[src/rtl/trig_chain_pkg.sv]
`timescale 1ns/1ps
package trig_chain_pkg;
  localparam int NUM_MID = 3;

  typedef enum logic [2:0] {
    ST_IDLE  = 3'b000,
    ST_ONE   = 3'b001,
    ST_TWO   = 3'b010,
    ST_THREE = 3'b011,
    ST_FINAL = 3'b100
  } seqState_t;

  // Qualified events offered by the datapath to the control
  typedef struct packed {
    logic      armReq;
    logic      disarmReq;
    logic      tagReq;
    logic      copReq;
    logic      brkHit;
    logic      forceReq;
    logic      stepHit;
    seqState_t stepTo;
    logic      brkOn;
    logic      traceOn;
    logic      doneReq;
  } seqEvt_t;

  // Strobes from the control to the datapath registers
  typedef struct packed {
    logic armNow;
    logic toIdle;
    logic brkPulse;
    logic trigPulse;
    logic abortPulse;
    logic startWait;
  } seqStrb_t;
endpackage

[src/rtl/trig_chain_dp.sv]
`timescale 1ns/1ps
module trig_chain_dp
  import trig_chain_pkg::*;
#(
  parameter int NUM_CH = 4,
  parameter int SEL_W  = 2,
  localparam int CFG_W = SEL_W + 2
) (
  input  logic                     clk,
  input  logic                     rstN,
  input  logic                     armSet,
  input  logic                     armClr,
  input  logic                     forceTrig,
  input  logic [NUM_CH-1:0]        chanMatch,
  input  logic [NUM_CH-1:0]        chanBrkEn,
  input  logic                     tagHit,
  input  logic                     copBrkReq,
  input  logic                     copBrkEn,
  input  logic                     brkEn,
  input  logic                     traceEn,
  input  logic                     traceDone,
  input  logic [NUM_MID*CFG_W-1:0] stepCfg,
  input  seqState_t                curState,
  input  seqStrb_t                 strb,
  output seqEvt_t                  evt,
  output logic                     waitTrace,
  output logic                     brkReq,
  output logic                     traceTrig,
  output logic                     traceAbort,
  output logic                     armed
);
  logic [SEL_W-1:0] slotSel  [NUM_MID];
  logic [1:0]       slotNext [NUM_MID];

  for (genvar k = 0; k < NUM_MID; k++) begin : g_slot
    assign slotSel[k]  = stepCfg[k*CFG_W+2 +: SEL_W];
    assign slotNext[k] = stepCfg[k*CFG_W +: 2];
  end

  logic [SEL_W-1:0] curSel;
  logic [1:0]       curNext;
  logic             inMid;

  always_comb begin
    curSel  = '0;
    curNext = '0;
    inMid   = 1'b0;
    case (curState)
      ST_ONE:   begin curSel = slotSel[0]; curNext = slotNext[0]; inMid = 1'b1; end
      ST_TWO:   begin curSel = slotSel[1]; curNext = slotNext[1]; inMid = 1'b1; end
      ST_THREE: begin curSel = slotSel[2]; curNext = slotNext[2]; inMid = 1'b1; end
      default:  ;
    endcase
  end

  logic selMatch;
  always_comb begin
    selMatch = 1'b0;
    for (int c = 0; c < NUM_CH; c++)
      if (curSel == c[SEL_W-1:0]) selMatch = chanMatch[c];
  end

  always_comb begin
    evt.armReq    = armSet;
    evt.disarmReq = armClr;
    evt.tagReq    = tagHit;
    evt.copReq    = copBrkReq & copBrkEn;
    evt.brkHit    = |(chanMatch & chanBrkEn);
    evt.forceReq  = forceTrig;
    evt.stepHit   = inMid & selMatch;
    evt.stepTo    = (curNext == 2'b00) ? ST_FINAL : seqState_t'({1'b0, curNext});
    evt.brkOn     = brkEn;
    evt.traceOn   = traceEn;
    evt.doneReq   = traceDone;
  end

  always_ff @(posedge clk or negedge rstN) begin
    if (!rstN) begin
      brkReq     <= 1'b0;
      traceTrig  <= 1'b0;
      traceAbort <= 1'b0;
      armed      <= 1'b0;
      waitTrace  <= 1'b0;
    end else begin
      brkReq     <= strb.brkPulse;
      traceTrig  <= strb.trigPulse;
      traceAbort <= strb.abortPulse;
      if (strb.toIdle)      armed <= 1'b0;
      else if (strb.armNow) armed <= 1'b1;
      if (strb.toIdle)         waitTrace <= 1'b0;
      else if (strb.startWait) waitTrace <= 1'b1;
    end
  end

  // arm flag tracks the step register held in the control
  p_armed_state_r2: assert property (@(posedge clk) disable iff (!rstN)
    armed == (curState != ST_IDLE));
  // trace trigger only alongside the final step
  p_trig_final_r6: assert property (@(posedge clk) disable iff (!rstN)
    traceTrig |-> (curState == ST_FINAL));
  // waiting for trace completion only in the final step
  p_wait_final_r6: assert property (@(posedge clk) disable iff (!rstN)
    waitTrace |-> (curState == ST_FINAL));
  // abort pulse accompanies the return to disarmed
  p_abort_idle_r8: assert property (@(posedge clk) disable iff (!rstN)
    traceAbort |-> (curState == ST_IDLE));
endmodule

[src/rtl/trig_chain_ctrl.sv]
`timescale 1ns/1ps
module trig_chain_ctrl
  import trig_chain_pkg::*;
(
  input  logic      clk,
  input  logic      rstN,
  input  seqEvt_t   evt,
  input  logic      waitTrace,
  output seqState_t curState,
  output seqStrb_t  strb
);
  seqState_t nextState;

  function automatic seqStrb_t finalEntry(input seqStrb_t s, input logic traceOn,
                                          input logic brkOn);
    seqStrb_t r = s;
    if (traceOn) begin
      r.trigPulse = 1'b1;
      r.startWait = 1'b1;
    end else begin
      r.brkPulse = brkOn;
    end
    return r;
  endfunction

  always_comb begin
    nextState = curState;
    strb      = '0;
    case (curState)
      ST_IDLE: begin
        if (evt.armReq && !evt.disarmReq) begin
          nextState   = ST_ONE;
          strb.armNow = 1'b1;
        end
      end
      ST_ONE, ST_TWO, ST_THREE, ST_FINAL: begin
        if (evt.disarmReq) begin
          nextState   = ST_IDLE;
          strb.toIdle = 1'b1;
        end else if (evt.tagReq) begin
          nextState       = ST_IDLE;
          strb.toIdle     = 1'b1;
          strb.brkPulse   = evt.brkOn;
          strb.abortPulse = evt.traceOn;
        end else if (evt.copReq) begin
          nextState     = ST_IDLE;
          strb.toIdle   = 1'b1;
          strb.brkPulse = 1'b1;
        end else if (curState == ST_FINAL) begin
          if (!waitTrace || evt.doneReq) begin
            nextState     = ST_IDLE;
            strb.toIdle   = 1'b1;
            strb.brkPulse = waitTrace & evt.brkOn;
          end
        end else if (evt.brkHit) begin
          nextState     = ST_FINAL;
          strb.brkPulse = evt.brkOn;
        end else if (evt.forceReq) begin
          nextState = ST_FINAL;
          strb      = finalEntry(strb, evt.traceOn, evt.brkOn);
        end else if (evt.stepHit) begin
          nextState = evt.stepTo;
          if (evt.stepTo == ST_FINAL)
            strb = finalEntry(strb, evt.traceOn, evt.brkOn);
        end
      end
      default: begin
        nextState   = ST_IDLE;
        strb.toIdle = 1'b1;
      end
    endcase
  end

  always_ff @(posedge clk or negedge rstN) begin
    if (!rstN) curState <= ST_IDLE;
    else       curState <= nextState;
  end

  // arming enters the first middle step
  p_arm_enter_r2: assert property (@(posedge clk) disable iff (!rstN)
    (curState == ST_IDLE && evt.armReq && !evt.disarmReq) |=> (curState == ST_ONE));
  // disarm wins from every armed step
  p_disarm_r3: assert property (@(posedge clk) disable iff (!rstN)
    (curState != ST_IDLE && evt.disarmReq) |=> (curState == ST_IDLE));
  // the final step can only hold or fall to disarmed
  p_final_exit_r5: assert property (@(posedge clk) disable iff (!rstN)
    (curState == ST_FINAL) |=> (curState == ST_FINAL || curState == ST_IDLE));
  // tag hit drops to disarmed unless disarm already did
  p_tag_idle_r8: assert property (@(posedge clk) disable iff (!rstN)
    (curState != ST_IDLE && evt.tagReq) |=> (curState == ST_IDLE));
  // break-channel match passes through final for one cycle
  p_brk_pass_r10: assert property (@(posedge clk) disable iff (!rstN)
    (curState != ST_IDLE && curState != ST_FINAL && !evt.disarmReq && !evt.tagReq
     && !evt.copReq && evt.brkHit) |=> (curState == ST_FINAL) ##1 (curState == ST_IDLE));
endmodule

[src/rtl/trig_chain_seq.sv]
`timescale 1ns/1ps
module trig_chain_seq
  import trig_chain_pkg::*;
#(
  parameter int NUM_CH = 4,
  localparam int SEL_W = (NUM_CH > 1) ? $clog2(NUM_CH) : 1,
  localparam int CFG_W = SEL_W + 2
) (
  input  logic                     clk,
  input  logic                     rstN,
  input  logic                     armSet,
  input  logic                     armClr,
  input  logic                     forceTrig,
  input  logic [NUM_CH-1:0]        chanMatch,
  input  logic [NUM_CH-1:0]        chanBrkEn,
  input  logic                     tagHit,
  input  logic                     copBrkReq,
  input  logic                     copBrkEn,
  input  logic                     brkEn,
  input  logic                     traceEn,
  input  logic                     traceDone,
  input  logic [NUM_MID*CFG_W-1:0] stepCfg,
  output logic [2:0]               stateFlags,
  output logic                     traceTrig,
  output logic                     traceAbort,
  output logic                     brkReq,
  output logic                     armed
);
  seqState_t curState;
  seqEvt_t   evt;
  seqStrb_t  strb;
  logic      waitTrace;

  trig_chain_dp #(.NUM_CH(NUM_CH), .SEL_W(SEL_W)) u_dp (
    .clk(clk), .rstN(rstN), .armSet(armSet), .armClr(armClr), .forceTrig(forceTrig),
    .chanMatch(chanMatch), .chanBrkEn(chanBrkEn), .tagHit(tagHit),
    .copBrkReq(copBrkReq), .copBrkEn(copBrkEn), .brkEn(brkEn), .traceEn(traceEn),
    .traceDone(traceDone), .stepCfg(stepCfg), .curState(curState), .strb(strb),
    .evt(evt), .waitTrace(waitTrace), .brkReq(brkReq), .traceTrig(traceTrig),
    .traceAbort(traceAbort), .armed(armed)
  );

  trig_chain_ctrl u_ctrl (
    .clk(clk), .rstN(rstN), .evt(evt), .waitTrace(waitTrace),
    .curState(curState), .strb(strb)
  );

  assign stateFlags = curState;
endmodule

[config.mk]
export PLATFORM = sky130hd
export DESIGN_NAME = trig_chain_seq
export DESIGN_NICKNAME = d
export VERILOG_FILES = /design/src/rtl/trig_chain_pkg.sv /design/src/rtl/trig_chain_dp.sv /design/src/rtl/trig_chain_ctrl.sv /design/src/rtl/trig_chain_seq.sv
export SDC_FILE = /design/constraint.sdc
export NUM_CORES = 1
export LEC_CHECK = 0
export CORE_MARGIN = 2
export CORE_UTILIZATION = 30
export DETAILED_ROUTE_END_ITERATION = 10
export MAX_ROUTING_LAYER = met4
export PLACE_DENSITY = 0.64
export REMOVE_ABC_BUFFERS = 1
export SKIP_CTS_REPAIR_TIMING = 1
export SLEW_MARGIN = 5
export SYNTH_ARGS = -nofsm -noshare
export SYNTH_HDL_FRONTEND = slang
export SYNTH_SLANG_ARGS = --single-unit
[constraint.sdc]
create_clock -name clk -period 2.1 [get_ports clk]
set_clock_uncertainty 0.15 [all_clocks]
set_input_delay 0.525 -clock clk [delete_from_list [all_inputs] [get_ports clk]]
set_output_delay 0.525 -clock clk [all_outputs]
set_load 0.02 [all_outputs]
Word level (Yosys, flattened, before mapping) --
Index checks and enable logic that the tools add are counted.
Storage, ports and cells: output and inout bits 7, flip-flop bits (word level) 8
Operators by class: bitwise operators 4, reductions and logical operators 13, muxes and demuxes 49, equal/unequal tests 11
Operator list (count):
- 3-bit 2-to-1 mux | 13
- 1-bit 2-to-1 mux | 21
- 4-bit 2-to-1 mux | 3
- 6-bit 2-to-1 mux | 2
- 2-bit one-hot mux with 3 select lines | 2
- 2-bit 2-to-1 mux | 5
- 8-bit by 7-bit inequality test with 1-bit output, second input constant | 1
- 4-bit OR reduction | 2
- 3-bit by 2-bit == test with 1-bit output, second input constant | 2
- 3-bit == test, second input constant | 2
- 6-bit inequality test, second input constant | 1
- 3-bit one-hot mux with 2 select lines | 1
- 4-bit bitwise AND | 1
- 2-bit == test, second input constant | 2
- 2-bit zero test | 2
- 1-bit one-hot mux with 2 select lines | 2
- 2-bit nonzero test | 2
- 1-bit bitwise AND | 3
- 3-bit by 1-bit == test with 1-bit output, second input constant | 1
- 3-bit zero test | 1
- 3-bit AND reduction | 1
- 3-bit OR reduction | 1
- 2-bit by 1-bit == test with 1-bit output, second input constant | 1
- 1-bit zero test | 2
- other kinds (3) | 3

Depth between registers and ports, before layout --
Gate-level depths: netlist (run 1).
depth after elaboration 18, mapped depth 6, depth with buffers taken out 5

Hierarchy --
From an unflattened synthesis (run 1), not the netlist that was laid out.
Unflattened totals: cells, all modules 85, area total of the unflattened synthesis 734.5 µm²
Modules (own cells, without submodules):
- trig_chain_dp | instances 1, cells each 42, area each 384.1 µm²
- trig_chain_ctrl | instances 1, cells each 43, area each 350.3 µm²

Least setup slack after synthesis (run 1) --
Ideal clock, no wire load.
path kind register to register, start point register u_ctrl.curState[0], end point register u_ctrl.curState[0], path buffers 0, cell stages (with the launch flop) 6, path slack -0.091 ns, arrival time 1.921 ns, path through dfrtp_1 -> mux2i_2 -> nor4b_1 -> a311o_1 -> or4_1 -> and3_1
On the way: longest elaborated chain between the ends 12, elaborated cells on any way between the ends 33
Ends and longest elaborated chain:
- start, declared | RTL line trig_chain_ctrl.sv:9 | output seqState_t curState,
- start signal, assigned | RTL line trig_chain_ctrl.sv:76 | else curState <= nextState;
- 3-bit by 2-bit == test with 1-bit output / 3-bit by 1-bit == test with 1-bit output (equally long branches) | RTL line trig_chain_dp.sv:48, trig_chain_ctrl.sv:29
- 2-bit one-hot mux with 3 select lines | RTL line trig_chain_dp.sv:48 | case (curState)
- 2-bit zero test | RTL line trig_chain_dp.sv:71 | evt.stepTo = (curNext == 2'b00) ? ST_FINAL : seqState_t'({1'b0, curNext});
- 3-bit 2-to-1 mux | RTL line trig_chain_dp.sv:71
- 3-bit 2-to-1 mux | RTL line trig_chain_ctrl.sv:61 | end else if (evt.stepHit) begin
- 3-bit 2-to-1 mux | RTL line trig_chain_ctrl.sv:58 | end else if (evt.forceReq) begin
- 3-bit 2-to-1 mux | RTL line trig_chain_ctrl.sv:55 | end else if (evt.brkHit) begin
- 3-bit 2-to-1 mux | RTL line trig_chain_ctrl.sv:49 | end else if (curState == ST_FINAL) begin
- 3-bit 2-to-1 mux | RTL line trig_chain_ctrl.sv:45 | end else if (evt.copReq) begin
- 3-bit 2-to-1 mux | RTL line trig_chain_ctrl.sv:40 | end else if (evt.tagReq) begin
- 3-bit 2-to-1 mux | RTL line trig_chain_ctrl.sv:37 | if (evt.disarmReq) begin
- 3-bit one-hot mux with 2 select lines | RTL line trig_chain_ctrl.sv:29 | case (curState)
Parallel ways exist; a longest one is shown, timed or not. The select of a mux whose other input is x is not followed. A chain may end at the register's enable or synchronous reset.

Worst setup path in the final report (run 1) --
Same ends and word-level chain as after synthesis.

==> load_flow_metrics.sql, run 1 <==
INSERT INTO impl_metrics (metric_group, metric, value, unit) VALUES
('place', 'globalplace.congestion', '0.845', ''),
('synth', 'netlist_top_cells_count', 'sky130_fd_sc_hd__dfrtp_1 (8), sky130_fd_sc_hd__nor2_1 (7), sky130_fd_sc_hd__a21oi_1 (6)', ''),
('detailed_routing', 'detail_route.wl_per_cell', '13.5', 'um'),
('clock_tree', 'insertion_delay_of_the_later_clocked_pin_in_the_worst_skew_pair', '0.25', 'ns'),
('detailed_routing', 'route.final.wire_length', '2.28', 'mm'),
('synth', 'yosysSeqAreaShare', '28.5', '%'),
('timing', 'worst_slew_pin_slew', '0.357', 'ns'),
('power_and_ir_drop', 'seq_power_share', '35.5', '%'),
('synth', 'post_synth_main_area_contributors', 'sky130_fd_sc_hd__dfrtp_1 (28%), sky130_fd_sc_hd__nand2b_1 (4.4%), sky130_fd_sc_hd__a21oi_1 (4.3%)', ''),
('synth', 'ys_types', '42', ''),
('clock_tree', 'cts_tree', 'done', ''),
('power_and_ir_drop', 'intPower', '0.344', 'mW'),
('worst_hold_path', 'holdPathStages', '2', ''),
('die', 'die_width', '52.4', 'um'),
('detailed_routing', 'detailroute.via_count', '898', ''),
('synth', 'netlist_instances', '83', ''),
('timing', 'worst_relative_slew_slack', '76.1', '%'),
('layout', 'number_of_nets_in_the_layout', '174', ''),
('setup_path', 'type_of_the_worst_setup_path', 'register to register', ''),
('layout', 'layout.filler_cells', '204', ''),
('power_and_ir_drop', 'cellLeakagePower', '0.654', 'nW'),
('clock_tree', 'root_buffer_cell', 'sky130_fd_sc_hd__clkbuf_4', ''),
('power_and_ir_drop', 'design_power_total', '0.477', 'mW'),
('job', 'max_cap_violations', '0', ''),
('detailed_routing', 'drc', '0', ''),
('place', 'detailedPlacementHpwl', '1.79', 'mm'),
('power_and_ir_drop', 'power.share.clock', '24.1', '%'),
('status', 'run_status', 'finished clean', ''),
('clock_tree', 'cts_max_level', '1', ''),
('die', 'design.die.area', '2750', 'um2'),
('die', 'start_util', '31.8', '%'),
('clock_tree', 'clock_sink_count', '8', ''),
('setup_path', 'required', '2.09', 'ns'),
('synth', 'post-synth-top-count-cell', 'sky130_fd_sc_hd__dfrtp_1', ''),
('power_and_ir_drop', 'powerDensity', '350', 'nW/um2'),
('clock_tree', 'clkTransAtPathRegs', '0.05', 'ns'),
('setup_path', 'arrival_worst_endpoint', '2.09', 'ns'),
('layout', 'num_antenna_cells', '0', ''),
('synth', 'netlist_area', '703', 'um2'),
('synth', 'synthArstFlopShare', '100', '%'),
('timing', 'hold_violations', '0', ''),
('setup_path', 'r2r_end', 'u_ctrl.curState[0]', ''),
('layout', 'syn2layout_area_growth', '93.4', '%'),
('grt', 'grt_antenna_before_repair', '0', ''),
('worst_hold_path', 'worst_hold_path.endpoint', 'u_dp.armed', ''),
('setup_path', 'cp_max_fo', '5', ''),
('setup_path', 'reg2reg_depth', '5', ''),
('synth', 'yosys_warnings', '0', ''),
('grt', 'grtUsageTotal', '18.1', '%'),
('synth', 'synth_top_cell_area_share', '28.5', '%'),
('place', 'place_ws', '-0.446', 'ns'),
('detailed_routing', 'via_per_inst', '5.31', ''),
('grt', 'grt_max_degree', '10', ''),
('synth', 'synth_largest_area_cell', 'sky130_fd_sc_hd__dfrtp_1', ''),
('detailed_routing', 'violation_count_after_the_first_detailed_route_iteration', '17', ''),
('die', 'design.core.area', '2210', 'um2'),
('power_and_ir_drop', 'power.net_switching', '0.133', 'mW'),
('power_and_ir_drop', 'switching_power_as_a_share_of_total_power', '27.8', '%'),
('clock_tree', 'cts_buffers', '3', ''),
('grt', 'grt_first_pass_wirelength', '3.60', 'mm'),
('timing', 'rsz0062_at_grt', 'true', ''),
('setup_path', 'worstSetupEndpointType', 'register', ''),
('detailed_routing', 'total_iterations_of_the_first_detailed_routing_run', '4', ''),
('worst_hold_path', 'hp-start', 'u_dp.armed', ''),
('setup_path', 'start_kind', 'register', ''),
('power_and_ir_drop', 'p_comb_share', '40.3', '%'),
('synth', 'number_of_synthesized_flops_with_an_enable_pin', '0', ''),
('die', 'core.rowCount', '17', ''),
('place', 'io_buffer_count', '37', ''),
('timing', 'max_freq', '477', 'MHz'),
('layout', 'drive_above_1_share', '30.5', '%');
[how the worst max path moves through the flow]
stage	end	startpoint	slack (ns)
2_1_floorplan	u_ctrl.curState[0]	u_ctrl.curState[0]	-0.23
5_1_grt	u_ctrl.curState[0]	u_ctrl.curState[0]	-0.04
3_3_place_gp	u_ctrl.curState[0]	stepCfg[11]	-0.44
4_1_cts	u_ctrl.curState[0]	stepCfg[11]	-0.18
3_5_place_dp	u_ctrl.curState[0]	stepCfg[11]	-0.45
6_report	u_ctrl.curState[0]	u_ctrl.curState[0]	0.002
[kinds of logic (layout without fill, tap and decap cells)]
| group | count (synthesis) | after routing | share of synthesized area [%] |
|---|---|---|---|
| compound gates | 30 | 30 | 31.1 |
| buf+inv | 6 | 64 | 3.38 |
| simple gates | 34 | 34 | 29.0 |
| flops | 8 | 8 | 28.5 |
| mux | 5 | 5 | 8.01 |
[power groups by stage]
stage / Sequential (mW) / Combinational [mW] / Clock, mW
after floorplan: 0.181 / 0.0544 / 0
after global placement: 0.171 / 0.180 / 0
after detailed placement: 0.171 / 0.182 / 0
after CTS: 0.168 / 0.183 / 0.122
after global routing: 0.170 / 0.208 / 0.131
final: 0.169 / 0.192 / 0.115
[critical path, stage by stage, from the launching register on]
cell and delay [ns]:
sky130_fd_sc_hd__dfrtp_2 0.44, sky130_fd_sc_hd__mux2i_2 0.31, sky130_fd_sc_hd__nor2_1 0.07, sky130_fd_sc_hd__a311o_1 0.36, sky130_fd_sc_hd__or4_1 0.51, sky130_fd_sc_hd__and3_1 0.15
[layer usage]
layer | vias up | part of all wire, % | global-route usage, %
li1 | 446 | - | -
met1 | 424 | 43 | 19.6
met2 | 28 | 52 | 33.5
met3 | 0 | 5.2 | 4.86
met4 | 0 | 0 | 2.56
met5 | - | 0 | -
[cell usage in the layout (no fill, tap or decap), types with 2 or more instances in the layout]
cell type and instances:
sky130_fd_sc_hd__clkdlybuf4s50_1 26, sky130_fd_sc_hd__buf_4 21, sky130_fd_sc_hd__dlymetal6s2s_1 11, sky130_fd_sc_hd__nor2_1 7, sky130_fd_sc_hd__nand2b_1 5, sky130_fd_sc_hd__dfrtp_1 5
sky130_fd_sc_hd__a21oi_1 4, sky130_fd_sc_hd__inv_1 3, sky130_fd_sc_hd__nand2_1 3, sky130_fd_sc_hd__a22oi_1 3, sky130_fd_sc_hd__o21ai_0 3, sky130_fd_sc_hd__clkbuf_4 3
sky130_fd_sc_hd__dfrtp_2 3, sky130_fd_sc_hd__or3b_2 2, sky130_fd_sc_hd__and3_1 2, sky130_fd_sc_hd__mux2i_2 2, sky130_fd_sc_hd__mux2_2 2, sky130_fd_sc_hd__a21o_1 2
sky130_fd_sc_hd__a22o_1 2, sky130_fd_sc_hd__nand4_1 2, sky130_fd_sc_hd__a21oi_2 2
[sequential cells by signal (all words and copies together), names as in the netlist]
register / count
u_ctrl.curState: 3
u_dp.armed: 1
u_dp.brkReq: 1
u_dp.traceAbort: 1
u_dp.traceTrig: 1
u_dp.waitTrace: 1
[cell type report]
type / instances / area [um2] / area share, %
Timing Repair Buffer: 58 / 556 / 40.8
Multi-Input combinational cell: 69 / 532 / 39.1
Sequential cell: 8 / 204 / 15.0
Tap cell: 28 / 35.0 / 2.58
Clock buffer: 3 / 22.5 / 1.66
Inverter: 3 / 11.3 / 0.828
[stage by stage]
stage | hold slack (ns) | instances | util [%]
final | 0.382 | 169 | 61.5
after global routing | 0.400 | 169 | 61.5
after CTS | 0.386 | 169 | 57.7
after detailed placement | 0.377 | 166 | 56.7
after global placement | 0.371 | 166 | 56.7
after floorplan | 0.0794 | 80 | -
Power figures use the tool's default switching activity.
==> inputs of run 2 (changes only) <==
Settings changed: PLACE_DENSITY 0.64 to unset, PLACE_DENSITY_LB_ADDON set to 0.08.
==> load_flow_metrics.sql, run 2 (synthesized netlist as in run 1, its figures left out) <==
INSERT INTO impl_metrics (metric_group, metric, value, unit) VALUES
('status', 'run_status', 'finished with violations', ''),
('status', 'violations', 'negative setup slack', ''),
('grt', 'grtUsageTotal', '17.1', '%'),
('place', 'placed_cells', '166', ''),
('grt', 'first_global_vias', '802', ''),
('detailed_routing', 'route.final.wire_length', '2.24', 'mm'),
('setup_path', 'worstSetupEndpointType', 'output port', ''),
('detailed_routing', 'via_per_inst', '5.31', ''),
('power_and_ir_drop', 'powerDensity', '341', 'nW/um2'),
('clock_tree', 'cts_buffers', '3', ''),
('timing', 'rsz0062_at_grt', 'true', ''),
('die', 'die_width', '52.4', 'um'),
('power_and_ir_drop', 'design_power_total', '0.489', 'mW'),
('worst_hold_path', 'hp-start', 'u_dp.armed', ''),
('detailed_routing', 'detailroute.via_count', '902', ''),
('grt', 'grt_antenna_before_repair', '0', ''),
('setup_path', 'reg2reg_from', 'u_ctrl.curState[0]', ''),
('die', 'floorplan.io_pins', '38', ''),
('timing', 'setup_tns', '-0.0202', 'ns'),
('setup_path', 'crit_cells', '1', ''),
('place', 'place_ws', '-0.491', 'ns'),
('detailed_routing', 'detail_route.wl_per_cell', '13.2', 'um'),
('clock_tree', 'clkTransAtPathRegs', '0.05', 'ns'),
('layout', 'number_of_nets_in_the_layout', '175', ''),
('detailed_routing', 'drc', '0', ''),
('grt', 'global_route.overflow_total', '0', ''),
('layout', 'syn2layout_area_growth', '104', '%'),
('power_and_ir_drop', 'cellLeakagePower', '0.672', 'nW'),
('detailed_routing', 'violation_count_after_the_first_detailed_route_iteration', '15', ''),
('setup_path', 'start_kind', 'register', ''),
('timing', 'max_freq', '472', 'MHz'),
('setup_path', 'worst-path-buf-inv', '1', ''),
('grt', 'grt_max_degree', '13', ''),
('clock_tree', 'ctsLongestPathBuffers', '2', ''),
('die', 'die-height', '52.4', 'um'),
('job', 'max_cap_violations', '0', ''),
('layout', 'registers.top_by_ff_count', 'u_ctrl.curState', ''),
('die', 'start_util', '31.8', '%'),
('layout', 'layout_commonest_cell', 'sky130_fd_sc_hd__clkdlybuf4s50_1', ''),
('place', 'io_buffer_count', '37', ''),
('layout', 'flip_flop_count_of_the_largest_register_after_layout', '3', ''),
('clock_tree', 'insertion_delay_of_the_later_clocked_pin_in_the_worst_skew_pair', '0.24', 'ns'),
('clock_tree', 'root_buffer_cell', 'sky130_fd_sc_hd__clkbuf_4', ''),
('setup_path', 'reg2reg_depth', '6', ''),
('setup_path', 'cp_max_fo', '7', ''),
('die', 'design.core.area', '2210', 'um2'),
('clock_tree', 'clock_sink_count', '8', ''),
('power_and_ir_drop', 'ir_drop', '0.236', 'mV'),
('timing', 'setup-violations-final', '1', ''),
('die', 'design.die.area', '2750', 'um2'),
('timing', 'slew_viol_final', '0', ''),
('setup_path', 'arrival_worst_endpoint', '1.45', 'ns'),
('worst_hold_path', 'holdPathStages', '2', ''),
('setup_path', 'path_cells', 'clkdlybuf4s50_1', ''),
('setup_path', 'required', '1.42', 'ns'),
('clock_tree', 'cts_max_level', '1', ''),
('place', 'detailedPlacementHpwl', '1.76', 'mm'),
('layout', 'num_antenna_cells', '0', ''),
('setup_path', 'cpPeakStageDelay', '0.67', 'ns'),
('worst_hold_path', 'hp-class', 'register to register', ''),
('detailed_routing', 'total_iterations_of_the_first_detailed_routing_run', '4', ''),
('grt', 'grt_first_pass_wirelength', '3.49', 'mm'),
('setup_path', 'r2r_end', 'u_ctrl.curState[0]', ''),
('timing', 'worst_slew_pin_slew', '0.363', 'ns'),
('place', 'globalplace.congestion', '0.791', ''),
('timing', 'fin_hold_ws', '0.371', 'ns'),
('worst_hold_path', 'worst_hold_path.endpoint', 'u_dp.armed', ''),
('setup_path', 'type_of_the_worst_setup_path', 'register to output port', ''),
('layout', 'commonest_non_fill_non_tap_cells_in_the_layout', 'sky130_fd_sc_hd__clkdlybuf4s50_1 (26), sky130_fd_sc_hd__buf_4 (21), sky130_fd_sc_hd__dlymetal6s2s_1 (11)', ''),
('timing', 'fin_crit', '2.12', 'ns'),
('timing', 'worst_relative_slew_slack', '75.8', '%'),
('clock_tree', 'cts_tree', 'done', ''),
('setup_path', 'critPathTopFamily', 'buffers and inverters', ''),
('timing', 'post-route-period-util', '101', '%'),
('layout', 'drive_above_1_share', '33.8', '%'),
('detailed_routing', 'route.antenna.remaining_nets', '0', ''),
('setup_path', 'max_stage_delay_cell_worst_path', 'sky130_fd_sc_hd__clkdlybuf4s50_1', ''),
('setup_path', 'register_to_register_setup_slack', '0', 'ns'),
('timing', 'hold_violations', '0', ''),
('timing', 'final.setup.worst_slack', '-0.0202', 'ns'),
('layout', 'layout.cells.non_filler', '170', ''),
('die', 'core.rowCount', '17', '');
-- run 2: final cells by class --
type                            instances  area, um2
Fill cell                             189        779
Inverter                                3       11.3
Tap cell                               28       35.0
Multi-Input combinational cell         69        587
Timing Repair Buffer                   59        576
Sequential cell                         8        201
Clock buffer                            3       22.5
-- run 2: through the flow --
stage / area [um2] / util (%)
CTS: 1290 / 58.3
global placement: 1270 / 57.2
finish: 1430 / 64.8
detailed placement: 1270 / 57.2
global route: 1430 / 64.8
floorplan: 691 / -
-- run 2: how the worst max path moves through the flow --
stage,startpoint,to
after floorplan,u_ctrl.curState[0],u_ctrl.curState[0]
after global placement,stepCfg[2],u_dp.traceTrig
after detailed placement,stepCfg[2],u_dp.traceTrig
after CTS,stepCfg[2],u_dp.traceTrig
after global routing,chanMatch[0],u_ctrl.curState[0]
final,u_ctrl.curState[2],stateFlags[2]
-- run 2: power by group --
group | internal, mW | leakage, nW | switching [mW]
Combinational | 0.124 | 0.552 | 0.0831
Sequential | 0.162 | 0.106 | 0.00835
Clock | 0.0650 | 0.0138 | 0.0467
Total | 0.351 | 0.672 | 0.138
-- run 2: layer usage --
| metal | vias to the layer above | part of all wire [%] | global-route usage [%] |
|---|---|---|---|
| li1 | 444 | - | - |
| met2 | 31 | 49 | 25.4 |
| met1 | 427 | 45 | 24.5 |
| met4 | 0 | 0 | 5.13 |
| met3 | 0 | 5.3 | 1.71 |
| met5 | - | 0 | - |
